`src/rtl/sercom_pkg.sv`:
```
package sercom_pkg;

  localparam logic [7:0] OFF_CFG   = 8'h00;
  localparam logic [7:0] OFF_FLOW  = 8'h04;
  localparam logic [7:0] OFF_SAMP  = 8'h08;
  localparam logic [7:0] OFF_TUNE  = 8'h0C;
  localparam logic [7:0] OFF_TXD   = 8'h10;
  localparam logic [7:0] OFF_RXD   = 8'h14;
  localparam logic [7:0] OFF_STAT  = 8'h18;
  localparam logic [7:0] OFF_MASKA = 8'h1C;
  localparam logic [7:0] OFF_MASKB = 8'h20;
  localparam logic [7:0] OFF_CLR0  = 8'h24;
  localparam logic [7:0] OFF_CLR1  = 8'h28;
  localparam logic [7:0] OFF_EVT   = 8'h2C;

  localparam int EV_RX_AVAIL = 6;
  localparam int EV_TX_IDLE  = 5;
  localparam int EV_RX_UNDER = 4;
  localparam int EV_RX_OVER  = 3;
  localparam int EV_PAR_BAD  = 2;
  localparam int EV_STOP_BAD = 1;
  localparam int EV_TX_OVER  = 0;
  localparam int EV_W        = 7;

  typedef struct packed {
    logic [23:0] div;
    logic        on;
    logic        rx_on;
    logic        tx_on;
    logic        par_on;
    logic        par_even;
    logic        stop_two;
    logic [1:0]  len;
  } cfg_t;

endpackage

```
`src/rtl/sercom_fifo.sv`:
```
module sercom_fifo #(
  parameter int W     = 8,
  parameter int DEPTH = 16
) (
  input  logic         clk,
  input  logic         rst,
  input  logic         push,
  input  logic [W-1:0] din,
  input  logic         pop,
  output logic [W-1:0] dout,
  output logic         empty,
  output logic         full
);
  localparam int AW = $clog2(DEPTH);
  localparam logic [AW:0]   FULL_CNT = (AW+1)'(DEPTH);
  localparam logic [AW:0]   CNT_ONE  = (AW+1)'(1);
  localparam logic [AW-1:0] PTR_ONE  = AW'(1);

  logic [W-1:0]  mem [DEPTH];
  logic [AW-1:0] wp, rp;
  logic [AW:0]   cnt;
  logic          do_wr, do_rd;

  assign full  = (cnt == FULL_CNT);
  assign empty = (cnt == '0);
  assign do_wr = push && !full;
  assign do_rd = pop && !empty;
  assign dout  = mem[rp];

  always_ff @(posedge clk) begin
    if (do_wr) mem[wp] <= din;
  end

  always_ff @(posedge clk) begin
    if (rst) begin
      wp  <= '0;
      rp  <= '0;
      cnt <= '0;
    end else begin
      if (do_wr) wp <= wp + PTR_ONE;
      if (do_rd) rp <= rp + PTR_ONE;
      unique case ({do_wr, do_rd})
        2'b10:   cnt <= cnt + CNT_ONE;
        2'b01:   cnt <= cnt - CNT_ONE;
        default: ;
      endcase
    end
  end

  // a push into a full queue with no pop leaves it full and unchanged in size
  a_r9_no_overflow: assert property (@(posedge clk) disable iff (rst)
    (full && push && !pop) |=> (cnt == FULL_CNT));
  // a pop from an empty queue does not wrap the count
  a_r10_no_underflow: assert property (@(posedge clk) disable iff (rst)
    (empty && pop && !push) |=> empty);

endmodule

```
`src/rtl/sercom_tx.sv`:
```
module sercom_tx #(
  parameter int DIV_W = 24
) (
  input  logic             clk,
  input  logic             rst,
  input  logic             go,
  input  logic [DIV_W-1:0] div,
  input  logic [1:0]       len,
  input  logic             par_on,
  input  logic             par_even,
  input  logic             stop_two,
  input  logic             q_empty,
  input  logic [7:0]       q_data,
  output logic             q_pop,
  output logic             txd
);
  typedef enum logic [2:0] {T_IDLE, T_START, T_DATA, T_PAR, T_STOP} tst_t;

  tst_t             st;
  logic [DIV_W-1:0] cnt;
  logic [2:0]       bidx;
  logic [7:0]       sh;
  logic             pbit;
  logic             second;
  logic             bit_end;
  logic [2:0]       last_idx;
  logic [7:0]       mask;
  logic             ones;

  assign bit_end  = (cnt >= div - DIV_W'(1));
  assign last_idx = 3'(len) + 3'd4;
  assign mask     = 8'hFF >> (2'd3 - len);
  assign ones     = ^(q_data & mask);
  assign q_pop    = (st == T_IDLE) && go && !q_empty;

  always_ff @(posedge clk) begin
    if (rst) begin
      st     <= T_IDLE;
      cnt    <= '0;
      bidx   <= '0;
      sh     <= '0;
      pbit   <= 1'b0;
      second <= 1'b0;
      txd    <= 1'b1;
    end else if (st == T_IDLE) begin
      txd <= 1'b1;
      if (q_pop) begin
        st     <= T_START;
        cnt    <= '0;
        sh     <= q_data;
        pbit   <= par_even ? ones : !ones;
        second <= 1'b0;
        txd    <= 1'b0;
      end
    end else if (!bit_end) begin
      cnt <= cnt + DIV_W'(1);
    end else begin
      cnt <= '0;
      unique case (st)
        T_START: begin
          st   <= T_DATA;
          bidx <= '0;
          txd  <= sh[0];
          sh   <= sh >> 1;
        end
        T_DATA: begin
          if (bidx == last_idx) begin
            if (par_on) begin
              st  <= T_PAR;
              txd <= pbit;
            end else begin
              st  <= T_STOP;
              txd <= 1'b1;
            end
          end else begin
            bidx <= bidx + 3'd1;
            txd  <= sh[0];
            sh   <= sh >> 1;
          end
        end
        T_PAR: begin
          st  <= T_STOP;
          txd <= 1'b1;
        end
        T_STOP: begin
          if (stop_two && !second) second <= 1'b1;
          else st <= T_IDLE;
        end
        default: st <= T_IDLE;
      endcase
    end
  end

  // taking a character from the queue drives the start bit low on the next cycle
  a_r3_start_low: assert property (@(posedge clk) disable iff (rst)
    q_pop |=> !txd);
  // the line is high whenever the transmitter is back in idle
  a_r3_idle_high: assert property (@(posedge clk) disable iff (rst)
    (st == T_IDLE) |-> txd);

endmodule

```
`src/rtl/sercom_rx.sv`:
```
module sercom_rx #(
  parameter int DIV_W = 24
) (
  input  logic             clk,
  input  logic             rst,
  input  logic             go,
  input  logic             rxd,
  input  logic [DIV_W-1:0] div,
  input  logic [DIV_W-1:0] samp,
  input  logic [1:0]       len,
  input  logic             par_on,
  input  logic             par_even,
  input  logic             stop_two,
  output logic             push,
  output logic [7:0]       data,
  output logic             par_bad,
  output logic             stop_bad
);
  typedef enum logic [2:0] {R_IDLE, R_START, R_DATA, R_PAR, R_STOP} rst_t;

  rst_t             st;
  logic             s1, s2, s3;
  logic             line, fall;
  logic [DIV_W-1:0] cnt;
  logic [2:0]       bidx;
  logic [7:0]       sh;
  logic [7:0]       aligned;
  logic             pexp;
  logic             second, perr_a, serr_a;
  logic             at_samp, bit_end;
  logic [2:0]       last_idx;

  assign line     = s2;
  assign fall     = s3 && !s2;
  assign at_samp  = (cnt == samp);
  assign bit_end  = (cnt >= div - DIV_W'(1));
  assign last_idx = 3'(len) + 3'd4;
  assign aligned  = sh >> (2'd3 - len);
  assign pexp     = par_even ? ^aligned : !(^aligned);

  always_ff @(posedge clk) begin
    if (rst) begin
      s1 <= 1'b1;
      s2 <= 1'b1;
      s3 <= 1'b1;
    end else begin
      s1 <= rxd;
      s2 <= s1;
      s3 <= s2;
    end
  end

  always_ff @(posedge clk) begin
    if (rst) begin
      st       <= R_IDLE;
      cnt      <= '0;
      bidx     <= '0;
      sh       <= '0;
      second   <= 1'b0;
      perr_a   <= 1'b0;
      serr_a   <= 1'b0;
      push     <= 1'b0;
      data     <= '0;
      par_bad  <= 1'b0;
      stop_bad <= 1'b0;
    end else begin
      push <= 1'b0;
      if (!go) begin
        st <= R_IDLE;
      end else if (st == R_IDLE) begin
        if (fall) begin
          st     <= R_START;
          cnt    <= '0;
          bidx   <= '0;
          second <= 1'b0;
          perr_a <= 1'b0;
          serr_a <= 1'b0;
        end
      end else begin
        cnt <= bit_end ? '0 : cnt + DIV_W'(1);
        unique case (st)
          R_START: begin
            if (at_samp && line) st <= R_IDLE;
            else if (bit_end)    st <= R_DATA;
          end
          R_DATA: begin
            if (at_samp) sh <= {line, sh[7:1]};
            if (bit_end) begin
              if (bidx == last_idx) st <= par_on ? R_PAR : R_STOP;
              else bidx <= bidx + 3'd1;
            end
          end
          R_PAR: begin
            if (at_samp) perr_a <= (line != pexp);
            if (bit_end) st <= R_STOP;
          end
          R_STOP: begin
            if (at_samp) begin
              if (stop_two && !second) begin
                serr_a <= serr_a | !line;
              end else begin
                st       <= R_IDLE;
                push     <= 1'b1;
                data     <= aligned;
                par_bad  <= perr_a;
                stop_bad <= serr_a | !line;
              end
            end else if (bit_end) begin
              second <= 1'b1;
            end
          end
          default: st <= R_IDLE;
        endcase
      end
    end
  end

  // a line found high at the start-bit sample point drops the frame with no store
  a_r6_glitch_drop: assert property (@(posedge clk) disable iff (rst)
    (go && st == R_START && at_samp && line) |=> (st == R_IDLE && !push));
  // a disabled receiver stores nothing
  a_r2_rx_gated: assert property (@(posedge clk) disable iff (rst)
    !go |=> !push);

endmodule

```
`src/rtl/sercom_top.sv`:
```
module sercom_top
  import sercom_pkg::*;
#(
  parameter int ADDR_W = 6,
  parameter int DEPTH  = 16
) (
  input  logic              clk,
  input  logic              rst,
  input  logic              bus_wr,
  input  logic              bus_rd,
  input  logic [ADDR_W-1:0] bus_addr,
  input  logic [31:0]       bus_wdata,
  output logic [31:0]       bus_rdata,
  input  logic              rxd,
  output logic              txd,
  output logic              irq_a,
  output logic              irq_b
);
  localparam int DIV_W = 24;

  cfg_t             cfg;
  logic [DIV_W-1:0] samp;
  logic [EV_W-1:0]  mask_a, mask_b, lat, set_v, clr_v;
  logic [7:0]       a8;

  logic       tx_push, tx_pop, tx_empty, tx_full;
  logic [7:0] tx_q;
  logic       rx_pop, rx_empty, rx_full;
  logic [7:0] rx_q;
  logic       rx_push, rx_pbad, rx_sbad;
  logic [7:0] rx_char;
  logic       tx_go, rx_go;

  assign a8      = 8'(bus_addr);
  assign tx_push = bus_wr && (a8 == OFF_TXD);
  assign rx_pop  = bus_rd && (a8 == OFF_RXD);
  assign tx_go   = cfg.on && cfg.tx_on;
  assign rx_go   = cfg.on && cfg.rx_on;

  sercom_fifo #(.W(8), .DEPTH(DEPTH)) u_txq (
    .clk(clk), .rst(rst), .push(tx_push), .din(bus_wdata[7:0]),
    .pop(tx_pop), .dout(tx_q), .empty(tx_empty), .full(tx_full));

  sercom_fifo #(.W(8), .DEPTH(DEPTH)) u_rxq (
    .clk(clk), .rst(rst), .push(rx_push), .din(rx_char),
    .pop(rx_pop), .dout(rx_q), .empty(rx_empty), .full(rx_full));

  sercom_tx #(.DIV_W(DIV_W)) u_tx (
    .clk(clk), .rst(rst), .go(tx_go), .div(cfg.div), .len(cfg.len),
    .par_on(cfg.par_on), .par_even(cfg.par_even), .stop_two(cfg.stop_two),
    .q_empty(tx_empty), .q_data(tx_q), .q_pop(tx_pop), .txd(txd));

  sercom_rx #(.DIV_W(DIV_W)) u_rx (
    .clk(clk), .rst(rst), .go(rx_go), .rxd(rxd), .div(cfg.div), .samp(samp),
    .len(cfg.len), .par_on(cfg.par_on), .par_even(cfg.par_even),
    .stop_two(cfg.stop_two), .push(rx_push), .data(rx_char),
    .par_bad(rx_pbad), .stop_bad(rx_sbad));

  always_comb begin
    set_v              = '0;
    set_v[EV_RX_AVAIL] = !rx_empty;
    set_v[EV_TX_IDLE]  = tx_empty;
    set_v[EV_RX_UNDER] = rx_pop && rx_empty;
    set_v[EV_RX_OVER]  = rx_push && rx_full;
    set_v[EV_PAR_BAD]  = rx_push && rx_pbad;
    set_v[EV_STOP_BAD] = rx_push && rx_sbad;
    set_v[EV_TX_OVER]  = tx_push && tx_full;
    clr_v = (bus_wr && (a8 == OFF_CLR0 || a8 == OFF_CLR1)) ? bus_wdata[EV_W-1:0] : '0;
  end

  always_ff @(posedge clk) begin
    if (rst) begin
      cfg    <= '0;
      samp   <= '0;
      mask_a <= '0;
      mask_b <= '0;
      lat    <= '0;
      irq_a  <= 1'b0;
      irq_b  <= 1'b0;
    end else begin
      if (bus_wr) begin
        unique case (a8)
          OFF_CFG:   cfg    <= cfg_t'(bus_wdata);
          OFF_SAMP:  samp   <= bus_wdata[DIV_W-1:0];
          OFF_MASKA: mask_a <= bus_wdata[EV_W-1:0];
          OFF_MASKB: mask_b <= bus_wdata[EV_W-1:0];
          default: ;
        endcase
      end
      lat   <= (lat & ~clr_v) | set_v;
      irq_a <= |(lat & mask_a);
      irq_b <= |(lat & mask_b);
    end
  end

  always_ff @(posedge clk) begin
    if (rst) begin
      bus_rdata <= '0;
    end else if (bus_rd) begin
      unique case (a8)
        OFF_CFG:   bus_rdata <= cfg;
        OFF_SAMP:  bus_rdata <= 32'(samp);
        OFF_RXD:   bus_rdata <= rx_empty ? 32'd0 : 32'(rx_q);
        OFF_STAT:  bus_rdata <= {28'd0, tx_empty, tx_full, rx_empty, rx_full};
        OFF_MASKA: bus_rdata <= 32'(mask_a);
        OFF_MASKB: bus_rdata <= 32'(mask_b);
        OFF_CLR0, OFF_CLR1, OFF_EVT: bus_rdata <= 32'(lat);
        default:   bus_rdata <= '0;
      endcase
    end
  end

  // a clear with no concurrent set removes the latched event
  a_r12_clear_takes: assert property (@(posedge clk) disable iff (rst)
    (bus_wr && a8 == OFF_CLR0 && bus_wdata[EV_RX_UNDER] && !set_v[EV_RX_UNDER])
      |=> !lat[EV_RX_UNDER]);
  // a set in the same cycle as a clear wins
  a_r12_set_wins: assert property (@(posedge clk) disable iff (rst)
    set_v[EV_RX_OVER] |=> lat[EV_RX_OVER]);
  // no character leaves the queue while the transmitter is disabled
  a_r2_tx_gated: assert property (@(posedge clk) disable iff (rst)
    !tx_go |-> !tx_pop);

endmodule

```
`config.mk`:
```
export PLATFORM = sky130hd
export DESIGN_NAME = sercom_top
export DESIGN_NICKNAME = d
export VERILOG_FILES = /design/src/rtl/sercom_pkg.sv /design/src/rtl/sercom_fifo.sv /design/src/rtl/sercom_tx.sv /design/src/rtl/sercom_rx.sv /design/src/rtl/sercom_top.sv
export SDC_FILE = /design/constraint.sdc
export NUM_CORES = 1
export LEC_CHECK = 0
export CAP_MARGIN = 20
export CORE_AREA = 2 2 190 192
export CTS_CLUSTER_SIZE = 10
export DETAILED_ROUTE_END_ITERATION = 12
export DIE_AREA = 0 0 192 194
export DONT_BUFFER_PORTS = 1
export PLACE_DENSITY = 0.75
export SYNTH_ARGS = -nofsm -noshare
export SYNTH_HDL_FRONTEND = slang
export SYNTH_SLANG_ARGS = --single-unit
```
`constraint.sdc`:
```
create_clock -name clk -period 5.4 [get_ports clk]
set_input_delay 0.54 -clock clk [delete_from_list [all_inputs] [get_ports clk]]
set_output_delay 0.54 -clock clk [all_outputs]
set_load 0.05 [all_outputs]
```
==> results.ini <==
[status]
status=complete, no violations

[logic_synthesis]
ys_seq_area_share_pct=56.1
netlist_top_cells_area=edfxtp_1 (34%), dfxtp_1 (22%), mux4_2 (7.7%)
yosysTopAreaCellShare_pct=34.5
synthSimpleGateAreaFrac_pct=14.4
yosys-top-cells-count=edfxtp_1 (256), dfxtp_1 (241), nand2_1 (219)
ys.flop_type=edfxtp_1
synth.ff_latch_count=497
synth-edff-count=256
yosys-mux-area-fraction_pct=8.98
yosys.cell_types.count=70
syn_nets=2055
synthCells=1943
post-synth-top-count-cell=edfxtp_1
synthXorXnorAreaFrac_pct=4.63
synthAdderAreaFrac_pct=3.94
synth_top_family_by_area=simple AND/OR/NAND/NOR gates
avgSynthCellArea_um2=11.5
syn-cell-area_um2=22300
yosys_warnings=0
async_reset_ff_share_pct=0
synth_top_area_cell=edfxtp_1
synth_compound_area_share_pct=9.61

[worst_hold_path]
hold_end=bus_rdata[24]$_SDFFE_PP0P_
hold_start=rst
hold_path_class=in2reg
min_path_cells=1

[timing]
clock_skew_ps=28.3
hold_slack_ps=19.1
finalHoldViolations=0
finalCriticalPeriod_ps=4710
slew_headroom_pct=26.2
rsz0062_at_grt=no
worst_pin_slew_ps=1100
fin_crit_sh_pct=87.3
finalMaxSlewViolations=0
finalSetupViolations=0
fin_tns_setup_ps=0
fmax_mhz=212

[pwr]
combPwrFrac_pct=1.8
vdd_ir_drop_max_mv=0.309
p_sw_mw=1.57
leakagePower_nw=8.69
swShare_pct=20.8
powerDensity_nw_per_um2=311
clockPowerShare_pct=45.6
seqPwrFrac_pct=52.6
p_int_mw=5.99

[detailed_routing]
drc=0
drtAntennaViolNets=0
wire_per_inst_um=22.5
routed_wl_um=54500
drt_pass1_iterations=10
viasPerCell=6.37
vias=15414
first_iter_violations=1264

[floorplan]
start_util_pct=63.3
ios=78
core_area_um2=35200
row_count=69
die-area_um2=37200
dieHeight_um=194
die_w_um=192

[critical_path]
r2r_start=cfg[8]$_SDFFE_PP0P_
critical_path.slowest_cell=or4_1
reg2reg_slack_ps=690
path_max_fanout=30
cp-start-kind=flop
r2r-end=u_tx.cnt[14]$_SDFFE_PP0P_
required_ps=5960
path_cells=inv_1, ha_1, nor3b_1, nand3_1, nor2_1, nand3b_1, xor2_1, ha_1, a21oi_1, nor2b_1, o21ai_0, nand2b_1, a21oi_1, o41ai_4, or4_1, nor4_1, a21o_1
crit_type=reg2reg
end_kind=flop
critical_path_arrival_ps=5270
critPathMaxStageDelay_ps=900
reg2reg_depth=17

[global_routing]
antenna_found_initial=0
grt_pass1_vias=15124
grt_remaining_overflow=0
grt_start_max_net_pins=165
grt_pass1_wl_um=84700
track_usage_pct=29.6

[clocking]
cts_tree=yes
ctsResizeCount=0
clock_latency_ps=610
clk_path_buf_depth=3
clkTransAtPathRegs_ps=50
root_buffer=clkbuf_16
htreeDepth=2
cts_sinks=497
cts_made_buffers=56
cts_setup_buffers=0

[layout]
diodes=0
syn2layout_area_growth_pct=9.02
layout-drive-gt1-share_pct=9.80
final_util_pct=69.1
layout.nets=2032

[flow_run]
drv_cap=0

[placed_design]
place.port_buffers=0
hpwl_um=36300
place.gp.congestion=0.926

cell type report:
class / instances / area, um^2
clock inverters: 4 / 78.8
clock buffers: 93 / 1550
repair buffers: 26 / 199
well taps: 461 / 577
flip-flops and latches: 497 / 12500
fillers: 2507 / 10900
inverters: 30 / 113
multi-input cells: 1309 / 9290
what timing repair did:
action	CTS	global route
endpoints found under the hold margin	20	0
endpoints found under the setup margin	0	0
hold buffers	2	0
power by group through the flow:
stage	Clock (mW)	Sequential [mW]	Combinational, mW
floorplan	0	4.05	0.124
global placement	0	4.06	0.124
detailed placement	0	4.06	0.129
CTS	3.48	3.98	0.134
global route	3.62	3.98	0.148
finish	3.45	3.98	0.135
registers in the layout (all words and copies together) (netlist names), 24 cells and up, named ones only:
register	flops
u_tx.cnt	24
u_rxq.mem	128
samp	24
cfg	32
u_txq.mem	128
bus_rdata	32
u_rx.cnt	24
worst max-delay path, delay by kind of cell, from the launching register on:
kind                       cells  cell delay, ps
xor gates and xnor gates       1             240
and+or+nand+nor                8            2660
buffers and inverters          1             120
adders and majority gates      2             490
DFF                            1             350
AOI/OAI and AO/OA              5             790
cells in the final DEF (no fill, tap or decap), drive strengths merged, types with 8 or more instances in the layout:
cell,Yosys,layout
ha,67,67
nor2,179,179
a22oi,10,10
and3,22,22
dfxtp,241,241
buf,16,24
xor2,64,64
o221a,8,8
edfxtp,256,256
nor4,21,21
mux2i,27,27
nor2b,32,32
xnor2,54,54
inv,30,30
a22o,23,23
nand2,219,219
nor3,29,29
mux4,76,76
o21ai,40,40
nand3,86,86
a222oi,10,10
a221oi,8,8
clkbuf,91,93
a21oi,156,156
a21o,29,29
nand2b,33,33
nand4,19,19
or3,9,9
per-stage QoR:
step	total power, mW	instances	instance area [um^2]	setup WS [ps]
finish	7.56	2420	24300	687
global route	7.74	2420	24300	396
CTS	7.59	2417	24300	722
detailed placement	4.19	2318	22700	732
global placement	4.18	2316	22600	851
floorplan	4.17	1943	22300	1460
metal layers:
layer / wire length (um) / up-vias / global-route usage, %
li1: - / 7070 / -
met1: 22000 / 7555 / 39.5
met2: 26300 / 666 / 48.6
met3: 4110 / 123 / 4.65
met4: 2110 / 0 / 12.4
met5: 0 / - / 0
cell families after synthesis:
logic type | count (synthesis)
AND/OR/NAND/NOR | 686
flip-flops | 497
AO/OA/AOI/OAI | 331
buffers and inverters | 137
XOR/XNOR | 118
multiplexers | 105
adder cells (fa/ha/maj) | 69
worst max path at each step:
| stage | endpoint | from | cells past startpoint | slack, ps |
|---|---|---|---|---|
| finish | u_tx.cnt[14]$_SDFFE_PP0P_ | cfg[8]$_SDFFE_PP0P_ | 17 | 690 |
| global route | u_tx.cnt[4]$_SDFFE_PP0P_ | cfg[8]$_SDFFE_PP0P_ | 17 | 400 |
| CTS | u_tx.cnt[14]$_SDFFE_PP0P_ | cfg[8]$_SDFFE_PP0P_ | 17 | 720 |
| detailed placement | u_tx.cnt[14]$_SDFFE_PP0P_ | cfg[8]$_SDFFE_PP0P_ | 17 | 730 |
| global placement | u_tx.cnt[4]$_SDFFE_PP0P_ | cfg[8]$_SDFFE_PP0P_ | 17 | 850 |
| floorplan | u_tx.cnt[4]$_SDFFE_PP0P_ | cfg[17]$_SDFFE_PP0P_ | 17 | 1460 |
Power figures use the tool's default switching activity.
